## config.mk

```make
export PLATFORM = sky130hd
export DESIGN_NAME = lin_wake_monitor
export DESIGN_NICKNAME = d
export VERILOG_FILES = /design/src/rtl/lin_wm_pkg.sv /design/src/rtl/lin_rx_activity.sv /design/src/rtl/lin_idle_timer.sv /design/src/rtl/lin_wake_tracker.sv /design/src/rtl/lin_wake_monitor.sv
export SDC_FILE = /design/constraint.sdc
export NUM_CORES = 1
export LEC_CHECK = 0
export BUFFER_PORTS_ARGS = -buffer_cell sky130_fd_sc_hd__buf_2
export CAP_MARGIN = 20
export CORE_MARGIN = 2
export CORE_UTILIZATION = 50
export CTS_CLUSTER_SIZE = 24
export DETAILED_ROUTE_END_ITERATION = 8
export PLACE_DENSITY = 0.78
export SYNTH_ARGS = -nofsm -noshare
export SYNTH_HDL_FRONTEND = slang
export SYNTH_SLANG_ARGS = --single-unit
```

## constraint.sdc

```tcl
create_clock -name clk -period 2.5 [get_ports clk]
set_input_delay 0.125 -clock clk [delete_from_list [all_inputs] [get_ports clk]]
set_output_delay 0.125 -clock clk [all_outputs]
set_load 0.03 [all_outputs]
```

## src/rtl/lin_wm_pkg.sv

```systemverilog
package lin_wm_pkg;

    typedef enum logic {
        IDL_RUN,
        IDL_SPENT
    } idle_st_e;

    typedef enum logic [1:0] {
        WK_IDLE,
        WK_WAIT1,
        WK_GAP,
        WK_WAIT3
    } wake_st_e;

endpackage

```

## src/rtl/lin_rx_activity.sv

```systemverilog
module lin_rx_activity #(
    parameter int SYNC_STAGES = 2
) (
    input  logic clk,
    input  logic rst_n,
    input  logic rx_line,
    output logic activity
);

    logic [SYNC_STAGES-1:0] sync_q;
    logic                   prev_q;

    // Resynchronize the asynchronous line; reset to recessive.
    generate
        if (SYNC_STAGES == 1) begin : g_one
            always_ff @(posedge clk or negedge rst_n) begin
                if (!rst_n) sync_q <= '1;
                else        sync_q <= rx_line;
            end
        end else begin : g_many
            always_ff @(posedge clk or negedge rst_n) begin
                if (!rst_n) sync_q <= '1;
                else        sync_q <= {sync_q[SYNC_STAGES-2:0], rx_line};
            end
        end
    endgenerate

    always_ff @(posedge clk or negedge rst_n) begin
        if (!rst_n) prev_q <= 1'b1;
        else        prev_q <= sync_q[SYNC_STAGES-1];
    end

    // Recessive to dominant transition.
    assign activity = prev_q & ~sync_q[SYNC_STAGES-1];

endmodule

```

## src/rtl/lin_idle_timer.sv

```systemverilog
module lin_idle_timer
    import lin_wm_pkg::*;
#(
    parameter int IDLE_TICKS = 4000
) (
    input  logic clk,
    input  logic rst_n,
    input  logic clr,
    input  logic activity,
    input  logic tick,
    output logic idle_pulse
);

    localparam int CNT_W = $clog2(IDLE_TICKS + 1);
    localparam logic [CNT_W-1:0] CNT_LAST = CNT_W'(IDLE_TICKS - 1);

    idle_st_e         st_q, st_d;
    logic [CNT_W-1:0] cnt_q, cnt_d;
    logic             fire;

    // State register.
    always_ff @(posedge clk or negedge rst_n) begin
        if (!rst_n) begin
            st_q  <= IDL_RUN;
            cnt_q <= '0;
        end else begin
            st_q  <= st_d;
            cnt_q <= cnt_d;
        end
    end

    // Next state: restart, expiry and rearm transitions.
    always_comb begin
        st_d  = st_q;
        cnt_d = cnt_q;
        fire  = 1'b0;
        if (clr) begin
            st_d  = IDL_RUN;
            cnt_d = '0;
        end else begin
            unique case (st_q)
                IDL_RUN: begin
                    if (activity) begin
                        cnt_d = '0;
                    end else if (tick) begin
                        if (cnt_q == CNT_LAST) begin
                            fire  = 1'b1;
                            st_d  = IDL_SPENT;
                            cnt_d = '0;
                        end else begin
                            cnt_d = cnt_q + 1'b1;
                        end
                    end
                end
                IDL_SPENT: begin
                    if (activity) begin
                        st_d  = IDL_RUN;
                        cnt_d = '0;
                    end
                end
            endcase
        end
    end

    // Output register.
    always_ff @(posedge clk or negedge rst_n) begin
        if (!rst_n) idle_pulse <= 1'b0;
        else        idle_pulse <= fire;
    end

endmodule

```

## src/rtl/lin_wake_tracker.sv

```systemverilog
module lin_wake_tracker
    import lin_wm_pkg::*;
#(
    parameter int WAKE1_TICKS = 150,
    parameter int WAKE3_TICKS = 1500,
    parameter int WAKE_ROUNDS = 3
) (
    input  logic clk,
    input  logic rst_n,
    input  logic clr,
    input  logic wake_sent,
    input  logic sync_brk,
    input  logic tick,
    output logic once_pulse,
    output logic round_pulse
);

    localparam int LONGEST = (WAKE3_TICKS > WAKE1_TICKS) ? WAKE3_TICKS : WAKE1_TICKS;
    localparam int CNT_W   = $clog2(LONGEST + 1);
    localparam int ATT_W   = $clog2(WAKE_ROUNDS + 1);
    localparam logic [CNT_W-1:0] ONCE_LAST  = CNT_W'(WAKE1_TICKS - 1);
    localparam logic [CNT_W-1:0] ROUND_LAST = CNT_W'(WAKE3_TICKS - 1);
    localparam logic [ATT_W-1:0] ATT_FINAL  = ATT_W'(WAKE_ROUNDS - 1);

    wake_st_e         st_q, st_d;
    logic [CNT_W-1:0] cnt_q, cnt_d;
    logic [ATT_W-1:0] att_q, att_d;
    logic             once_fire, round_fire;

    // State register.
    always_ff @(posedge clk or negedge rst_n) begin
        if (!rst_n) begin
            st_q  <= WK_IDLE;
            cnt_q <= '0;
            att_q <= '0;
        end else begin
            st_q  <= st_d;
            cnt_q <= cnt_d;
            att_q <= att_d;
        end
    end

    // Next state: abort, launch, escalate, lapse and round-end transitions.
    always_comb begin
        st_d       = st_q;
        cnt_d      = cnt_q;
        att_d      = att_q;
        once_fire  = 1'b0;
        round_fire = 1'b0;
        if (clr || sync_brk) begin
            st_d  = WK_IDLE;
            cnt_d = '0;
            att_d = '0;
        end else begin
            unique case (st_q)
                WK_IDLE, WK_GAP: begin
                    if (wake_sent) begin
                        cnt_d = '0;
                        att_d = att_q + 1'b1;
                        st_d  = (att_q == ATT_FINAL) ? WK_WAIT3 : WK_WAIT1;
                    end
                end
                WK_WAIT1: begin
                    if (tick) begin
                        if (cnt_q == ONCE_LAST) begin
                            once_fire = 1'b1;
                            st_d      = WK_GAP;
                            cnt_d     = '0;
                        end else begin
                            cnt_d = cnt_q + 1'b1;
                        end
                    end
                end
                WK_WAIT3: begin
                    if (tick) begin
                        if (cnt_q == ROUND_LAST) begin
                            round_fire = 1'b1;
                            st_d       = WK_IDLE;
                            cnt_d      = '0;
                            att_d      = '0;
                        end else begin
                            cnt_d = cnt_q + 1'b1;
                        end
                    end
                end
            endcase
        end
    end

    // Output register.
    always_ff @(posedge clk or negedge rst_n) begin
        if (!rst_n) begin
            once_pulse  <= 1'b0;
            round_pulse <= 1'b0;
        end else begin
            once_pulse  <= once_fire;
            round_pulse <= round_fire;
        end
    end

endmodule

```

## src/rtl/lin_wake_monitor.sv

```systemverilog
module lin_wake_monitor #(
    parameter int SYNC_STAGES = 2,
    parameter int IDLE_TICKS  = 4000,
    parameter int WAKE1_TICKS = 150,
    parameter int WAKE3_TICKS = 1500,
    parameter int WAKE_ROUNDS = 3
) (
    input  logic clk,
    input  logic rst_n,
    input  logic soft_rst,
    input  logic lin_mode,
    input  logic rx_line,
    input  logic time_tick,
    input  logic wake_sent,
    input  logic sync_brk,
    output logic bus_idle_to,
    output logic wake_once_to,
    output logic wake_round_to
);

    logic clr;
    logic activity;

    assign clr = soft_rst | ~lin_mode;

    lin_rx_activity #(
        .SYNC_STAGES (SYNC_STAGES)
    ) u_act (
        .clk      (clk),
        .rst_n    (rst_n),
        .rx_line  (rx_line),
        .activity (activity)
    );

    lin_idle_timer #(
        .IDLE_TICKS (IDLE_TICKS)
    ) u_idle (
        .clk        (clk),
        .rst_n      (rst_n),
        .clr        (clr),
        .activity   (activity),
        .tick       (time_tick),
        .idle_pulse (bus_idle_to)
    );

    lin_wake_tracker #(
        .WAKE1_TICKS (WAKE1_TICKS),
        .WAKE3_TICKS (WAKE3_TICKS),
        .WAKE_ROUNDS (WAKE_ROUNDS)
    ) u_wake (
        .clk         (clk),
        .rst_n       (rst_n),
        .clr         (clr),
        .wake_sent   (wake_sent),
        .sync_brk    (sync_brk),
        .tick        (time_tick),
        .once_pulse  (wake_once_to),
        .round_pulse (wake_round_to)
    );

endmodule

```

**Word-level counts from Yosys, hierarchy flattened**

Cells that the tools add are included.

- Flip-flop bits (word level): 34
- Bits of input ports: 8
- Output and inout port bits: 3
- Logic and storage cells: 80

- Add/subtract/negate cells: 3
- Equal/unequal tests: 14
- Muxes and demuxes: 40
- Bitwise logic cells: 5
- Reduce and logical (&&, ||, !) cells: 8

Operators with widths:

| kind | number |
|---|---|
| two-way mux 11 bit | 6 |
| two-way mux 12 bit | 5 |
| case mux 11 bit (3 select lines) | 1 |
| case mux 12 bit (2 select lines) | 1 |
| two-way mux 2 bit | 9 |
| two-way mux 1 bit | 15 |
| adder 12 x 1 -> 12 bit, second input constant | 1 |
| equality test 12 bit, second input constant | 1 |
| inequality test 3 x 2 -> 1 bit, second input constant | 4 |
| adder 11 x 1 -> 11 bit, second input constant | 1 |
| equality test 11 bit, second input constant | 1 |
| equality test 11 x 8 -> 1 bit, second input constant | 1 |
| equality test 2 bit, second input constant | 3 |
| inequality test 3 x 1 -> 1 bit, second input constant | 2 |
| case mux 2 bit (3 select lines) | 1 |
| AND reduction 5 bit | 1 |
| inequality test 4 x 3 -> 1 bit, second input constant | 1 |
| case mux 2 bit (2 select lines) | 1 |
| AND reduction 4 bit | 1 |
| inverter 1 bit | 3 |
| AND reduction 3 bit | 1 |
| nonzero test 3 bit | 1 |
| adder 2 x 1 -> 2 bit, second input constant | 1 |
| equality test 2 x 1 -> 1 bit, second input constant | 1 |
| 7 further kinds | 7 |

**Depth between registers and ports, before layout**

- Depth after elaboration: 6
- Mapped depth: 7
- Mapped depth without buffers: 7

**Modules after synthesis**

A second synthesis with hierarchy kept.

- Cells, all modules: 195
- Area, all modules: 1936.9 um2

By module, submodules not included:

| module | instances | cells each | area each (um2) | sequential area each (um2) |
|---|---|---|---|---|
| lin_wake_tracker | 1 | 118 | 1049.8 | 425.4 |
| lin_idle_timer | 1 | 72 | 788.3 | 350.3 |
| lin_rx_activity | 1 | 4 | 92.6 | 78.8 |
| lin_wake_monitor | 1 | 1 | 6.3 | 0.0 |

**Worst setup path before layout**

OpenSTA, ideal clock, no wires.

- Path type: register to register
- Start: register u_wake.cnt_q[0]
- End: register u_wake.st_q[1]
- Setup time: 0.121 ns
- Arrival time: 1.737 ns
- Data required time: 2.379 ns
- Path slack: 0.642 ns
- Stages on the path, launching flop included: 7
- Path buffers: 0
- Clock period less this slack: 1.858 ns
- Cells stage by stage: dfrtp_1 > ha_1 > nand4_2 > nor4b_4 > o21ai_2 > a211o_1 > a22o_1

- Longest elaborated chain between the ends: 3
- Elaborated cells on any way between the ends: 5
- Those cells by class: eq/ne (4); reduce/logical (1)

RTL lines:

| element | line | RTL |
|---|---|---|
| start, declared | lin_wake_tracker.sv:26 | `logic [CNT_W-1:0] cnt_q, cnt_d;` |
| start signal, assigned | lin_wake_tracker.sv:38 | `cnt_q <= cnt_d;` |
| equality test 11 bit or equality test 11 x 8 -> 1 bit (tied branches) | lin_wake_tracker.sv:76, lin_wake_tracker.sv:65 |  |
| inequality test 3 x 1 -> 1 bit (no source line) | -- |  |
| AND reduction 5 bit (no source line) (*) | -- |  |
| end signal, assigned | lin_wake_tracker.sv:37 | `st_q <= st_d;` |
| end, declared | lin_wake_tracker.sv:25 | `wake_st_e st_q, st_d;` |

Mark *: on every way between the ends. The rest lies on a longest branch, timed or not.
A chain may end at the register's enable or synchronous reset.

**Final worst setup path**

- Start: register u_wake.cnt_q[0]
- End: register u_wake.cnt_q[10]

- Longest elaborated chain between the ends: 5
- Elaborated cells on any way between the ends: 9
- Those cells by class: add/sub (1); eq/ne (2); mux (6)

RTL lines:

| element | line | RTL |
|---|---|---|
| adder 11 x 1 -> 11 bit, or another cell as far along | lin_wake_tracker.sv:70, lin_wake_tracker.sv:82 |  |
| two-way mux 11 bit, on equally long branches | lin_wake_tracker.sv:76, lin_wake_tracker.sv:65 |  |
| two-way mux 11 bit, on equally long branches | lin_wake_tracker.sv:75, lin_wake_tracker.sv:64 |  |
| case mux 11 bit (3 select lines) (*) | lin_wake_tracker.sv:55 | `unique case (st_q)` |
| two-way mux 11 bit (*) | lin_wake_tracker.sv:50 | `if (clr \|\| sync_brk) begin` |

Mark *: on every way between the ends. The rest lies on a longest branch, timed or not. The select of a mux whose other input is x is not followed.

==> metrics <==
status=finished clean; synthesized area=between 1500 and 2000 µm²; dominant cells by area after synthesis=dfrtp_1, nand2_1, dfstp_2; routing usage on met2=0.2990; first-pass GRT wire length=6.348 mm; initial drt markers=between 70 and 80; Worst Setup Start Kind=flip-flop; clk_lat worst skew=0.29 ns; Psw=approximately 0.24 mW; clock sinks=34; most common cell in the netlist=dfrtp_1; vias in the first global route=1396; Gate power share=0.050; final cell count without fillers=between 200 and 300; PortBufs=10; measured slew at the worst slew-check pin=0.7343 ns; Hold Path Origin=sync_brk; GR peak layer=met2; core area=3633 µm²; Placed Area=1967 µm²; Placed Cells incl. Taps=between 200 and 300; initial antenna violation count=0; Clock power frac=0.409; maximum vdd drop=0.3886 mV; multi-input logic area=949.7 µm²; hpwl dp=between 2 and 2.5 mm; CP startpoint=u_wake.cnt_q[0]; Net Sw Frac=0.2303; number of enable flip-flop cells after synthesis=0; Mapped Cells=approximately 190; CP arrival=2.20 ns; initial core utilization=0.5145; register share of total power=0.541; largest net degree at the start of global routing=35; chip width=65.15 µm; clock-pin slew on the worst setup and hold paths=roughly 0.07 ns; Max FO, Critical Path=10; Resize count post-CTS=0; Root Buffer=clkbuf_8; Syn Area/Cell=9.685 µm²; CTS tree=yes; reg2reg start=u_wake.cnt_q[0]; crit end category=flip-flop; TritonCTS buffer count=5; vias per inst=5.785; Placer Congestion=between 0.8 and 0.9; M1 GR Usage=0.2733; Slowest Stage Delay on Critical Path=0.43 ns; RSZ-0062 raised after global routing=false; GRT Residual Overflow=0; power per cell area=~500 nW/µm²; sequential share of the synthesized area=0.4572; design area=2082 µm²; Detail Route Antenna Nets=0; Synth Register Bits=34; Max Slew Vio Count=0; period utilization=0.8080; Hold Fails Final Rpt=0; Fmax=roughly 0.50 GHz; DRC Markers=0; cts hold-fix bufs=2; DR pass1 iterations=4; Rows=22; setup tns final=0 ns; pre-CTS setup slack=slightly below 0.5 ns; met3 Usage GRT=0.04110; Reg area=approximately 850 µm²; H-tree Lvls=2; ys async rst share=1.000; DR WL/cell=approximately 14 µm; total power=1.033 mW; Die ar.=4244 µm²; diode count=0; filler instances=~340; DIE HEIGHT=65.15 µm; io pins=11; # setup viols final=0; Most used DFF post-synth=dfrtp_1; buffer depth of the longest clock path=2; Yosys cell types=51; top-area cell type share of the netlist area=0.4150; hold crit path type=in -> reg; Max Cap Viol=0; largest area contributor in the netlist=dfrtp_1; CP cell instances=ha_1, nand4_2, nor4b_4, o21ai_2, nand4_1, o311ai_1; top post-synthesis cells by count=dfrtp_1, nand2_1, nor2_1; WP data required=about 2.7 ns; share of cells above drive strength 1=0.1604; Post-Route WL=~3.5 mm; LEAKAGE=0.8494 nW; global-route usage over all layers=0.1967; NumNets Final=223; Setup CP Type=reg -> reg; Slew headroom=0.5104; yosys warns=0; # Post-CTS Setup Buffers=0; final worst slack=between 0.4 and 0.5 ns; P&R area growth vs syn=11.38%; Mapped Nets=205; Vias=1504; worst clock skew=0.008434 ns; P_int=~0.8 mW; CP max stage cell=dfrtp_1; Final min period=2.020 ns
## cell type report
class                           count  share of cell area
Clock inverter                      2            0.006010
Sequential cell                    34              0.4105
Tap cell                           48             0.02885
Timing Repair Buffer               15             0.04447
Clock buffer                        6             0.03966
Multi-Input combinational cell    147              0.4561
Inverter                            8             0.01442
## per-stage QoR
| step | util | hold slack, ns |
|---|---|---|
| finish | 0.5730 | 0.1584 |
| global route | 0.5730 | 0.1550 |
| CTS | 0.5730 | 0.1514 |
| detailed placement | 0.5413 | 0.2315 |
| global placement | 0.5413 | 0.2318 |
| floorplan | - | -0.1706 |
## cell families (layout without fill, tap and decap cells)
group	after synthesis	in the layout	synth area share
AND/OR/NAND/NOR	101	101	0.3099
multiplexers	3	3	0.01673
buffers and inverters	12	31	0.03480
adder cells (fa/ha/maj)	4	4	0.02677
XOR/XNOR	7	7	0.03280
flip-flops	34	34	0.4572
AO/OA/AOI/OAI	32	32	0.1218
## worst paths after layout
| path | cells past startpoint | slack [ns] | end |
|---|---|---|---|
| setup reg to reg | 6 | 0.48 | u_wake.cnt_q[10] |
| hold / removal | 4 | 0.16 | u_wake.att_q[0] |
| min in group asynchronous | 2 | 0.44 | u_idle.cnt_q[3] |
| max in group asynchronous | 2 | 1.60 | u_idle.idle_pulse |
| setup / recovery | 6 | 0.48 | u_wake.cnt_q[10] |
| hold reg to reg | 0 | 0.36 | u_act.sync_q[1] |
## critical path: cells and delay by family (launching register included)
kind,cells,cell delay (ns)
simple gates,3,0.51
compound gates,2,0.70
flops,1,0.43
fa+ha+maj,1,0.28
## metal layers
layer	up-vias	wire length [µm]
met3	5	150
met2	34	1565
met4	0	49
li1	748	-
met1	717	1783
met5	-	0
## power by group through the flow
| stage | sequential (mW) | combinational, mW | clock, mW |
|---|---|---|---|
| global route | 0.559 | 0.0581 | 0.463 |
| floorplan | 0.569 | 0.0240 | 0 |
| global placement | 0.569 | 0.0493 | 0 |
| CTS | 0.559 | 0.0528 | 0.433 |
| detailed placement | 0.569 | 0.0501 | 0 |
| finish | 0.559 | 0.0511 | 0.423 |
## cells in the final DEF, fill, tap and decap left out, drive strengths merged, types with 2 or more instances in the layout
| master | instances |
|---|---|
| o22ai | 3 |
| nor2 | 19 |
| and2b | 2 |
| inv | 8 |
| o21ai | 8 |
| nor3 | 3 |
| clkbuf | 6 |
| buf | 13 |
| xor2 | 6 |
| nor2b | 2 |
| or2 | 2 |
| nor4 | 5 |
| nand3 | 15 |
| nor3b | 2 |
| dfstp | 3 |
| nand4bb | 2 |
| a31oi | 9 |
| ha | 4 |
| a211o | 2 |
| dfrtp | 31 |
| and3 | 4 |
| dlygate4sd3 | 2 |
| nand4 | 9 |
| a22o | 2 |
| or4 | 3 |
| nand2 | 25 |
| mux2i | 2 |
| a21oi | 2 |
## flip-flops by register name, indices dropped and copies added, names as in the netlist
register,count
u_wake.once_pulse,1
u_wake.st_q,2
u_wake.cnt_q,11
u_idle.idle_pulse,1
u_act.sync_q,2
u_wake.att_q,2
u_idle.st_q,1
u_wake.round_pulse,1
u_act.prev_q,1
u_idle.cnt_q,12
Power figures use the tool's default switching activity.
